[config.mk]
export PLATFORM = sky130hd
export DESIGN_NAME = tiny_mcu_core
export DESIGN_NICKNAME = d
export VERILOG_FILES = /design/src/rtl/mcu_pkg.sv /design/src/rtl/mcu_regfile.sv /design/src/rtl/mcu_alu.sv /design/src/rtl/mcu_ctrl.sv /design/src/rtl/tiny_mcu_core.sv
export SDC_FILE = /design/constraint.sdc
export NUM_CORES = 1
export LEC_CHECK = 0
export ABC_CLOCK_PERIOD_IN_PS = 11500
export BUFFER_PORTS_ARGS = -buffer_cell sky130_fd_sc_hd__buf_4
export CAP_MARGIN = 20
export CORE_AREA = 2 2 187 189
export CTS_BUF_LIST = sky130_fd_sc_hd__clkbuf_4 sky130_fd_sc_hd__clkbuf_8
export DETAILED_ROUTE_END_ITERATION = 10
export DIE_AREA = 0 0 189 191
export PLACE_DENSITY = 0.66
export SYNTH_ARGS = -nofsm -noshare
export SYNTH_HDL_FRONTEND = slang
export SYNTH_SLANG_ARGS = --single-unit
[constraint.sdc]
create_clock -name clk -period 11.5 [get_ports clk]
set_input_delay 1.15 -clock clk [delete_from_list [all_inputs] [get_ports clk]]
set_output_delay 1.15 -clock clk [all_outputs]
set_load 0.02 [all_outputs]
[src/rtl/mcu_pkg.sv]
package mcu_pkg;

    typedef enum logic [3:0] {
        OP_LDD = 4'd0,
        OP_STD = 4'd1,
        OP_STI = 4'd2,
        OP_LDI = 4'd3,
        OP_ADD = 4'd4,
        OP_SUB = 4'd5,
        OP_JZ  = 4'd6,
        OP_OUT = 4'd7
    } opc_t;

    typedef enum logic [3:0] {
        S_RESET,
        S_FETCH,
        S_FWAIT,
        S_DECODE,
        S_LDD,
        S_LDD_WAIT,
        S_STD,
        S_STI,
        S_LDI,
        S_ADD,
        S_SUB,
        S_JZ,
        S_OUT,
        S_OUT_WAIT,
        S_NOP
    } ctl_state_t;

    typedef enum logic [1:0] {
        ALU_ADD,
        ALU_SUB,
        ALU_PASS
    } alu_op_t;

    localparam int unsigned REG_SEL_W = 4;
    localparam int unsigned FIELD_W   = 8;

endpackage

[src/rtl/mcu_regfile.sv]
module mcu_regfile #(
    parameter int unsigned WIDTH = 16,
    parameter int unsigned DEPTH = 16,
    localparam int unsigned SEL_W = $clog2(DEPTH)
) (
    input  logic             clk,
    input  logic             rst_n,
    input  logic             we,
    input  logic [SEL_W-1:0] waddr,
    input  logic [WIDTH-1:0] wdata,
    input  logic [SEL_W-1:0] raddr_a,
    output logic [WIDTH-1:0] rdata_a,
    input  logic [SEL_W-1:0] raddr_b,
    output logic [WIDTH-1:0] rdata_b
);

    logic [WIDTH-1:0] regs [DEPTH];

    always_ff @(posedge clk or negedge rst_n) begin
        if (!rst_n) begin
            for (int i = 0; i < int'(DEPTH); i++) begin
                regs[i] <= '0;
            end
        end else if (we) begin
            regs[waddr] <= wdata;
        end
    end

    assign rdata_a = regs[raddr_a];
    assign rdata_b = regs[raddr_b];

endmodule

[src/rtl/mcu_alu.sv]
module mcu_alu
    import mcu_pkg::*;
#(
    parameter int unsigned WIDTH = 16
) (
    input  alu_op_t          op,
    input  logic [WIDTH-1:0] a,
    input  logic [WIDTH-1:0] b,
    output logic [WIDTH-1:0] y,
    output logic             zero
);

    always_comb begin
        unique case (op)
            ALU_ADD:  y = a + b;
            ALU_SUB:  y = a - b;
            ALU_PASS: y = a;
            default:  y = a;
        endcase
    end

    assign zero = (y == '0);

endmodule

[src/rtl/mcu_ctrl.sv]
module mcu_ctrl
    import mcu_pkg::*;
#(
    parameter int unsigned DATA_W = 16,
    parameter int unsigned ADDR_W = 16
) (
    input  logic                 clk,
    input  logic                 rst_n,
    input  logic [DATA_W-1:0]    mem_rdata,
    input  logic [DATA_W-1:0]    rn_q,
    input  logic [DATA_W-1:0]    rm_q,
    input  logic [DATA_W-1:0]    alu_y,
    input  logic                 alu_zero,
    output logic [ADDR_W-1:0]    mem_addr,
    output logic [DATA_W-1:0]    mem_wdata,
    output logic                 mem_re,
    output logic                 mem_we,
    output alu_op_t              alu_op,
    output logic                 rf_we,
    output logic [REG_SEL_W-1:0] rf_sel_n,
    output logic [REG_SEL_W-1:0] rf_sel_m,
    output logic [DATA_W-1:0]    rf_wdata,
    output logic [DATA_W-1:0]    out_data,
    output logic                 out_valid
);

    ctl_state_t         state, state_nx;
    logic [ADDR_W-1:0]  pc;
    logic [DATA_W-1:0]  ir;
    opc_t               opc;
    logic [ADDR_W-1:0]  dir_addr;
    logic [ADDR_W-1:0]  rel_ext;
    logic [DATA_W-1:0]  imm_ext;

    assign opc      = opc_t'(ir[DATA_W-1 -: 4]);
    assign rf_sel_n = ir[11:8];
    assign rf_sel_m = ir[7:4];
    assign dir_addr = {{(ADDR_W-FIELD_W){1'b0}}, ir[FIELD_W-1:0]};
    assign rel_ext  = {{(ADDR_W-FIELD_W){ir[FIELD_W-1]}}, ir[FIELD_W-1:0]};
    assign imm_ext  = {{(DATA_W-FIELD_W){1'b0}}, ir[FIELD_W-1:0]};

    // state register
    always_ff @(posedge clk or negedge rst_n) begin
        if (!rst_n) state <= S_RESET;
        else        state <= state_nx;
    end

    // transitions
    always_comb begin
        state_nx = S_FETCH;
        unique case (state)
            S_RESET:  state_nx = S_FETCH;
            S_FETCH:  state_nx = S_FWAIT;
            S_FWAIT:  state_nx = S_DECODE;
            S_DECODE: begin
                unique case (opc)
                    OP_LDD:  state_nx = S_LDD;
                    OP_STD:  state_nx = S_STD;
                    OP_STI:  state_nx = S_STI;
                    OP_LDI:  state_nx = S_LDI;
                    OP_ADD:  state_nx = S_ADD;
                    OP_SUB:  state_nx = S_SUB;
                    OP_JZ:   state_nx = S_JZ;
                    OP_OUT:  state_nx = S_OUT;
                    default: state_nx = S_NOP;
                endcase
            end
            S_LDD:      state_nx = S_LDD_WAIT;
            S_OUT:      state_nx = S_OUT_WAIT;
            S_LDD_WAIT, S_STD, S_STI, S_LDI, S_ADD, S_SUB,
            S_JZ, S_OUT_WAIT, S_NOP: state_nx = S_FETCH;
            default:    state_nx = S_RESET;
        endcase
    end

    // program counter and instruction register
    always_ff @(posedge clk or negedge rst_n) begin
        if (!rst_n) begin
            pc <= '0;
            ir <= '0;
        end else begin
            unique case (state)
                S_RESET: pc <= '0;
                S_FWAIT: begin
                    ir <= mem_rdata;
                    pc <= pc + ADDR_W'(1);
                end
                S_JZ: if (alu_zero) pc <= pc + rel_ext;
                default: ;
            endcase
        end
    end

    // per-state outputs
    always_comb begin
        mem_addr  = '0;
        mem_wdata = '0;
        mem_re    = 1'b0;
        mem_we    = 1'b0;
        alu_op    = ALU_PASS;
        rf_we     = 1'b0;
        rf_wdata  = '0;
        out_data  = '0;
        out_valid = 1'b0;
        unique case (state)
            S_FETCH: begin
                mem_addr = pc;
                mem_re   = 1'b1;
            end
            S_LDD, S_OUT: begin
                mem_addr = dir_addr;
                mem_re   = 1'b1;
            end
            S_LDD_WAIT: begin
                rf_we    = 1'b1;
                rf_wdata = mem_rdata;
            end
            S_STD: begin
                mem_addr  = dir_addr;
                mem_wdata = rn_q;
                mem_we    = 1'b1;
            end
            S_STI: begin
                mem_addr  = ADDR_W'(rn_q);
                mem_wdata = rm_q;
                mem_we    = 1'b1;
            end
            S_LDI: begin
                rf_we    = 1'b1;
                rf_wdata = imm_ext;
            end
            S_ADD: begin
                alu_op   = ALU_ADD;
                rf_we    = 1'b1;
                rf_wdata = alu_y;
            end
            S_SUB: begin
                alu_op   = ALU_SUB;
                rf_we    = 1'b1;
                rf_wdata = alu_y;
            end
            S_JZ: alu_op = ALU_PASS;
            S_OUT_WAIT: begin
                out_data  = mem_rdata;
                out_valid = 1'b1;
            end
            default: ;
        endcase
    end

    a_r2_no_rw_overlap: assert property (@(posedge clk) disable iff (!rst_n)
        !(mem_re && mem_we));

    a_r2_pc_advance: assert property (@(posedge clk) disable iff (!rst_n)
        (state == S_FWAIT) |=> (pc == $past(pc) + ADDR_W'(1)));

    a_r1_fetch_from_zero: assert property (@(posedge clk) disable iff (!rst_n)
        (state == S_FETCH && $past(state) == S_RESET) |-> (mem_addr == '0));

    a_r8_jz_hold: assert property (@(posedge clk) disable iff (!rst_n)
        (state == S_JZ && !alu_zero) |=> (pc == $past(pc)));

    a_r9_strobe_pulse: assert property (@(posedge clk) disable iff (!rst_n)
        out_valid |=> !out_valid);

    a_r9_strobe_after_read: assert property (@(posedge clk) disable iff (!rst_n)
        out_valid |-> $past(mem_re));

    a_r10_nop_quiet: assert property (@(posedge clk) disable iff (!rst_n)
        (state == S_NOP) |-> (!mem_we && !rf_we && !out_valid));

endmodule

[src/rtl/tiny_mcu_core.sv]
module tiny_mcu_core
    import mcu_pkg::*;
#(
    parameter int unsigned DATA_W   = 16,
    parameter int unsigned ADDR_W   = 16,
    parameter int unsigned RF_DEPTH = 16
) (
    input  logic              clk,
    input  logic              rst_n,
    output logic [ADDR_W-1:0] mem_addr,
    output logic [DATA_W-1:0] mem_wdata,
    input  logic [DATA_W-1:0] mem_rdata,
    output logic              mem_re,
    output logic              mem_we,
    output logic [DATA_W-1:0] out_data,
    output logic              out_valid
);

    logic [DATA_W-1:0]    rn_q, rm_q, alu_y, rf_wdata;
    logic                 alu_zero, rf_we;
    logic [REG_SEL_W-1:0] sel_n, sel_m;
    alu_op_t              alu_op;

    mcu_ctrl #(.DATA_W(DATA_W), .ADDR_W(ADDR_W)) ctrl_i (
        .clk       (clk),
        .rst_n     (rst_n),
        .mem_rdata (mem_rdata),
        .rn_q      (rn_q),
        .rm_q      (rm_q),
        .alu_y     (alu_y),
        .alu_zero  (alu_zero),
        .mem_addr  (mem_addr),
        .mem_wdata (mem_wdata),
        .mem_re    (mem_re),
        .mem_we    (mem_we),
        .alu_op    (alu_op),
        .rf_we     (rf_we),
        .rf_sel_n  (sel_n),
        .rf_sel_m  (sel_m),
        .rf_wdata  (rf_wdata),
        .out_data  (out_data),
        .out_valid (out_valid)
    );

    mcu_regfile #(.WIDTH(DATA_W), .DEPTH(RF_DEPTH)) rf_i (
        .clk     (clk),
        .rst_n   (rst_n),
        .we      (rf_we),
        .waddr   (sel_n),
        .wdata   (rf_wdata),
        .raddr_a (sel_n),
        .rdata_a (rn_q),
        .raddr_b (sel_m),
        .rdata_b (rm_q)
    );

    mcu_alu #(.WIDTH(DATA_W)) alu_i (
        .op   (alu_op),
        .a    (rn_q),
        .b    (rm_q),
        .y    (alu_y),
        .zero (alu_zero)
    );

endmodule

Yosys cells after proc, flatten, opt, wreduce, memory -nomap -nowiden:

Memories as Yosys holds them, arrays and structs flattened.
Cells that the tools add are included.

* output and inout bits: 51
* memories: 1
* logic and storage cells: 80
* latch bits: 0
* flip-flop bits (word level): 292
* memory bits (read-only): 32
* memory bits (writable): 0
* input port bits: 18

Memory list
* (no name shown): depth 8, bits a word 4, rd ports 1, clocked after Yosys merged registers in 0, write ports 0, line mcu_ctrl.sv:56 `unique case (opc)`

* divide/modulo/power cells: 0
* add/sub/neg operators: 4
* $mul: 0
* shift operators: 0
* bitwise operators: 2
* magnitude comparators: 3
* mux-type cells: 23
* eq/ne operators: 16
* reduce and logical (&&, ||, !) cells: 12

Operator list (number)
* 256-bit bitwise mux: 1
* 16-bit case mux with 3 select lines: 3
* 16-bit binary-select mux with 4-bit select: 2
* 16-bit two-way mux: 7
* 16-bit demux with 4-bit select: 1
* 16-bit case mux with 2 select lines: 2
* 16-bit adder: 2
* 4-bit equality test, second input constant: 7
* 4-bit case mux with 6 select lines: 1
* 16-bit by 1-bit adder with 16-bit output, second input constant: 1
* 4-bit by 3-bit equality test with 1-bit output, second input constant: 4
* 16-bit zero test: 1
* 16-bit subtractor: 1
* 5-bit greater-or-equal comparator, second input constant: 2
* 4-bit NOT with 5-bit output: 2
* 10-bit OR reduction: 1
* 4-bit by 2-bit equality test with 1-bit output, second input constant: 2
* 3-bit OR reduction: 2
* 5-bit by 1-bit < comparator with 1-bit output, second input constant: 1
* 4-bit by 1-bit equality test with 1-bit output, second input constant: 1
* 4-bit zero test: 1
* 1-bit two-way mux: 4
* 4-bit two-way mux: 1
* 2-bit case mux with 2 select lines: 1
* other kinds (8): 9

Depth between registers and ports, before layout:

* depth in word-level cells: 9
* gate-level depth with buffers: 25
* depth with buffers taken out: 19

Cells and area by module:

A second synthesis with hierarchy kept.

* cell total of the unflattened synthesis: 1379
* area total of the unflattened synthesis: 17585.6 um^2

Modules (own cells, without submodules)
* mcu_regfile: area each 13304.0 um^2, times used 1, cells an instance 848, sequential area each 6406.1 um^2
* mcu_ctrl: area each 3066.7 um^2, times used 1, cells an instance 351, sequential area each 900.9 um^2
* mcu_alu: area each 1214.9 um^2, times used 1, cells an instance 180, sequential area each 0.0 um^2

Worst setup path after synthesis:

No wires, ideal clock.

* kind: register -> register
* start: register ctrl_i.ir[5]
* end: register rf_i.regs[143] in the netlist's numbering
* buffers on the path: 3
* library setup time: 0.137 ns
* cell stages (with the launch flop): 22
* arrival: 4.993 ns
* required time: 11.363 ns
* path slack: 6.370 ns
* clock period less this slack: 5.130 ns
* cells stage by stage: dfrtp_1 -> clkbuf_1 -> buf_1 -> mux4_2 -> a22o_1 -> a221oi_2 -> ha_1 -> nand2_1 -> o41a_1 -> xnor2_1 -> ha_1 -> a2111o_1 -> o211a_1 -> o211a_1 -> o21a_1 -> o21a_1 -> o41ai_1 -> xor2_1 -> xnor2_1 -> a22oi_4 -> buf_4 -> a21oi_1

* cells in the longest elaborated chain, start to end: 8
* elaborated cells between the ends (all ways): 9
* classes of those cells: add/sub: 2; mux: 6; bitwise: 1

Ends and longest elaborated chain
* start, declared: line mcu_ctrl.sv:29 `logic [DATA_W-1:0] ir;`
* start signal, assigned: line mcu_ctrl.sv:85 `ir <= mem_rdata;`
* 4-bit NOT with 5-bit output (implied by the code) *: line mcu_regfile.sv:30 `assign rdata_b = regs[raddr_b];`
* 16-bit binary-select mux with 4-bit select *: line mcu_regfile.sv:30
* 16-bit two-way mux (implied by the code) * (2 in series): line mcu_regfile.sv:30
* 16-bit subtractor / 16-bit adder (equally long branches): line mcu_alu.sv:16, mcu_alu.sv:15
* 16-bit case mux with 2 select lines *: line mcu_alu.sv:14 `unique case (op)`
* 16-bit case mux with 3 select lines *: line mcu_ctrl.sv:105 `unique case (state)`
* 256-bit bitwise mux *: line mcu_regfile.sv:25 `regs[waddr] <= wdata;`
* end signal, assigned by index: line mcu_regfile.sv:25
* end, declared: line mcu_regfile.sv:17 `logic [WIDTH-1:0] regs [DEPTH];`

Mark *: on every way between the ends. The rest lies on a longest branch, timed or not. The select of a mux whose other input is x is not followed.
A chain may end at the register's enable or synchronous reset.

Worst setup path after layout:

* start: register ctrl_i.ir[4]
* end: register rf_i.regs[207] in the netlist's numbering

The elaborated chain is that of the path after synthesis.

==> flow_results.org <==
** Clock tree
- Buffers inserted to repair hold after CTS numbered 0.
- The tree built by TritonCTS fans out to 292 sinks.
- Cells resized by post-CTS repair :: 0
- No sink is reached through more buffers than the 3 on the longest clock path.
- The H-tree generated during clock tree synthesis spans 2 levels.
- Register clock-pin slew on the reported worst setup and hold paths :: 60 ps
- Clock tree synthesis selected as its root buffer the cell sky130_fd_sc_hd__clkbuf_8.
- Post-CTS Setup Bufs :: 0
- Cts bufs inserted :: 50
- The clock reaches the later pin of the worst-skew pair after about 600 ps.
- TritonCTS clock tree :: built

** Finish
- With fillers left out, the area of the finished cells amounts to 18,800 µm².
- Area occupied by registers :: 7320 µm²
- Fraction of layout instances using a drive strength above 1 :: 0.227
- After the last flow step, the layout net total stands at 1,673.
- 0 antenna diodes ended up in the layout.
- Synth-to-layout area growth :: 12.1%
- Filler cell count in the final layout :: 2,932
- Area of the multi-input gates :: a little under 9000 µm²

** Worst setup path
- Terminus of the critical flop-to-flop path :: rf_i.regs[207]$_DFFE_PN0P_
- For the worst setup path, the data required time is about 12,000 ps.
- In this run the critical register-to-register path is launched from ctrl_i.ir[4]$_DFFE_PN0P_.
- STA classifies the critical path endpoint as a flip-flop.
- Critical path startpoint category :: flip-flop
- The setup path with the least slack is of type reg2reg.
- End of the critical path :: rf_i.regs[207]$_DFFE_PN0P_
- Arrival time of the worst setup path :: 7370 ps
- Worst Reg-to-Reg Cells :: 19
- Internal reg-to-reg setup slack :: about 4600 ps
- Launching instance or port of the critical path :: ctrl_i.ir[4]$_DFFE_PN0P_
- Along the worst path, the maximum fanout reaches 42.

** Synthesis
- Synth Net Count :: 1,634
- For this run, asynchronously set or reset flops after synthesis account for 1.00.
- Of the post-synthesis cell area, the dominant cell type holds 0.436.
- Flip-flop and latch count after synthesis :: 292
- Post-Synthesis Cells :: 1,578
- Biggest area consumer among synthesized cells :: sky130_fd_sc_hd__dfrtp_1
- The Yosys step of the flow raised 0 warnings.
- Post-synth EDFFs :: 0
- In this run the cell area of the synthesized design comes to 16,700 µm².
- After synthesis, the cell types taking the most area are sky130_fd_sc_hd__dfrtp_1 (44%), sky130_fd_sc_hd__mux4_2 (18%), sky130_fd_sc_hd__nand2_1 (4.8%).
- Synth Area per Inst :: 10.6 µm²
- The most used flip-flop cell after synthesis is sky130_fd_sc_hd__dfrtp_1.
- Yosys cell types :: between 50 and 60
- Sequential fraction of the synthesis area :: 0.436

** Detailed routing
- After detailed routing, the number of vias per cell comes to 6.22.
- The first detailed-routing pass ran for 6 iterations.
- Number of vias after detailed routing :: 13,100
- Remaining number of nets flagged by the antenna check after routing :: 0
- The routed design has 48.9 mm of wire.
- Wire per inst :: 23.2 µm
- In this run, the number of DRC markers left after iteration 0 of detailed routing was ~1,300.
- For this run, design rule violations remaining after detail routing come to 0.

** Placed design
- In this run the tool buffered the top-level ports with 68 buffer cells.
- Weighted congestion at the end of routability-driven global placement :: 0.949
- Detailed-placement wirelength estimate :: 32.6 mm
- Area of placed instances :: approximately 18,000 µm²

** Global routing
- The first global-routing pass estimated 76.7 mm of wire.
- The number of global-route vias before repair was 13,300.
- Maximum number of pins on one net before global-route repair :: 142
- GRT overflow :: 0
- Across every metal layer, demand over resource in global routing totals 0.278.
- The number of antenna violations at the first check in global routing is 0.

** Die
- 69 I/O pins were placed.
- The die covers about 36,000 µm².
- Initial cell density of the core :: 0.491
- Core Area :: 34,100 µm²
- Width of the die :: about 190 µm
- From bottom edge to top edge, the die measures 191 µm.
- The initialized floorplan defines 68 standard-cell rows.

** STA
- At the pin with the least slew margin, the transition time is 1310 ps.
- Number of setup violations in the final report :: 0
- Unrepaired setup endpoints after global routing :: no
- In this run the tightest slew margin relative to its limit is 0.130.
- After layout, the minimum clock period comes to between 6000 and 7000 ps.
- Share of the cycle needed by the critical path after routing :: 0.603
- On the final layout, the worst clock skew is 24.4 ps.
- Maximum clock frequency :: 144 MHz
- Slew Viols, Final :: 0
- The hold violation count in the final report is 0.
- Total negative slack :: 0 ps

** Power and ir drop
- In this run the static leakage power is about 8 nW.
- Across the VDD grid, the largest voltage drop is 0.286 mV.
- In this run the power density over the cells is 377 nW/µm².

** Flow run
- Across the run, the number of max-cap violations was 0.

** Min path
- The path class of the tightest hold or removal check is reg2reg.

** Status
- Run status :: complete, no violations
-- how the worst min path moves through the flow --
stage | from | depth (start not counted) | slack, ps | endpoint
3_3_place_gp | rf_i.regs[91]$_DFFE_PN0P_ | 2 | 470 | rf_i.regs[91]$_DFFE_PN0P_
3_5_place_dp | rf_i.regs[92]$_DFFE_PN0P_ | 2 | 490 | rf_i.regs[92]$_DFFE_PN0P_
4_1_cts | rf_i.regs[222]$_DFFE_PN0P_ | 2 | 500 | rf_i.regs[222]$_DFFE_PN0P_
2_1_floorplan | rf_i.regs[144]$_DFFE_PN0P_ | 2 | 460 | rf_i.regs[144]$_DFFE_PN0P_
5_1_grt | rf_i.regs[210]$_DFFE_PN0P_ | 2 | 520 | rf_i.regs[210]$_DFFE_PN0P_
6_report | rf_i.regs[220]$_DFFE_PN0P_ | 2 | 500 | rf_i.regs[220]$_DFFE_PN0P_
-- per-stage QoR --
| step | setup slack, ps | util | cells | total power [mW] | hold WS, ps |
|---|---|---|---|---|---|
| final | 4570 | 0.550 | 2109 | 7.07 | 501 |
| after global routing | 4120 | 0.550 | 2109 | 7.55 | 523 |
| after CTS | 4610 | 0.550 | 2109 | 7.03 | 502 |
| after detailed placement | 4630 | 0.520 | 2020 | 6.03 | 488 |
| after global placement | 4690 | 0.519 | 2018 | 5.90 | 473 |
| after floorplan | 6370 | - | 1578 | 4.92 | 461 |
-- metal layers --
layer | vias up | wire length (µm) | global-route usage
met3 | 146 | 3530 | 0.0498
met4 | 0 | 2040 | 0.118
li1 | 5868 | - | -
met1 | 6559 | 20300 | 0.371
met2 | 549 | 23000 | 0.451
met5 | - | 0 | 0
-- state kept, by name (all words and copies together) (netlist names) --
signal        count
ctrl_i.pc        16
ctrl_i.state      4
ctrl_i.ir        16
rf_i.regs       256
-- power by group --
| part | switching (mW) | internal (mW) |
|---|---|---|
| Combinational | 2.23 | 1.86 |
| Clock | 0.434 | 0.546 |
| Sequential | 0.478 | 1.52 |
| Total | 3.14 | 3.93 |
-- critical path: stages, from the launching register on --
cell and delay [ps]:
sky130_fd_sc_hd__dfrtp_4 910, sky130_fd_sc_hd__buf_4 800, sky130_fd_sc_hd__mux4_2 590, sky130_fd_sc_hd__a22o_1 250, sky130_fd_sc_hd__a221oi_2 430, sky130_fd_sc_hd__ha_1 270
sky130_fd_sc_hd__nand2_1 80, sky130_fd_sc_hd__o41a_1 370, sky130_fd_sc_hd__xnor2_1 140, sky130_fd_sc_hd__ha_1 350, sky130_fd_sc_hd__a2111o_1 390, sky130_fd_sc_hd__o211a_1 240
sky130_fd_sc_hd__o211a_1 250, sky130_fd_sc_hd__o21a_1 200, sky130_fd_sc_hd__o21a_1 200, sky130_fd_sc_hd__o41ai_1 320, sky130_fd_sc_hd__xor2_1 220, sky130_fd_sc_hd__xnor2_1 120
sky130_fd_sc_hd__a22oi_4 420, sky130_fd_sc_hd__a21oi_1 130
-- synthesized netlist by cell type, types with 7 or more instances --
| library cell | count |
|---|---|
| sky130_fd_sc_hd__o21ai_1 | 32 |
| sky130_fd_sc_hd__nor3_1 | 18 |
| sky130_fd_sc_hd__clkbuf_1 | 103 |
| sky130_fd_sc_hd__mux2_2 | 14 |
| sky130_fd_sc_hd__buf_1 | 14 |
| sky130_fd_sc_hd__o21ai_0 | 160 |
| sky130_fd_sc_hd__a221oi_1 | 10 |
| sky130_fd_sc_hd__mux4_2 | 137 |
| sky130_fd_sc_hd__nor2b_1 | 10 |
| sky130_fd_sc_hd__nand2_1 | 216 |
| sky130_fd_sc_hd__a21oi_1 | 116 |
| sky130_fd_sc_hd__o31ai_1 | 11 |
| sky130_fd_sc_hd__o21a_1 | 7 |
| sky130_fd_sc_hd__nand2b_1 | 8 |
| sky130_fd_sc_hd__dfrtp_1 | 292 |
| sky130_fd_sc_hd__a22o_1 | 23 |
| sky130_fd_sc_hd__xnor2_1 | 23 |
| sky130_fd_sc_hd__and2_1 | 24 |
| sky130_fd_sc_hd__a22oi_1 | 19 |
| sky130_fd_sc_hd__nor2_1 | 144 |
| sky130_fd_sc_hd__a222oi_1 | 16 |
| sky130_fd_sc_hd__ha_1 | 36 |
| sky130_fd_sc_hd__inv_1 | 28 |
| sky130_fd_sc_hd__nand3_1 | 7 |
| sky130_fd_sc_hd__xor2_1 | 14 |
| sky130_fd_sc_hd__mux2i_1 | 20 |
-- cell type report --
type	count	area share
multi-input combinational	1129	0.470
timing repair buffer	116	0.0481
sequential	292	0.390
tap	455	0.0303
clock buffer	79	0.0529
inverter	28	0.00560
clock inverter	10	0.00280
-- cells in the final DEF (no fill, tap or decap), drive strengths merged, types with 11 or more instances in the layout --
cell / synthesis / final
nand2: 216 / 216
o21ai: 192 / 192
inv: 28 / 28
ha: 36 / 36
a22o: 23 / 23
buf: 26 / 116
a221oi: 14 / 14
dfrtp: 292 / 292
nor2: 144 / 144
mux2: 14 / 14
clkbuf: 103 / 79
xnor2: 23 / 23
nor3: 18 / 18
xor2: 14 / 14
o31ai: 11 / 11
mux4: 137 / 137
and2: 24 / 24
a21oi: 116 / 116
mux2i: 20 / 20
a222oi: 16 / 16
a22oi: 20 / 20
-- cell families after synthesis --
logic type                 count (synthesis)  share of synthesized area
and+or+nand+nor                          448                      0.113
AOI/OAI and AO/OA                        435                      0.158
buffers and inverters                    157                     0.0383
DFF                                      292                      0.436
adders and majority gates                 38                     0.0293
xor gates and xnor gates                  37                     0.0193
muxes                                    171                      0.206
Note: power is estimated with default switching activity, not from simulation.
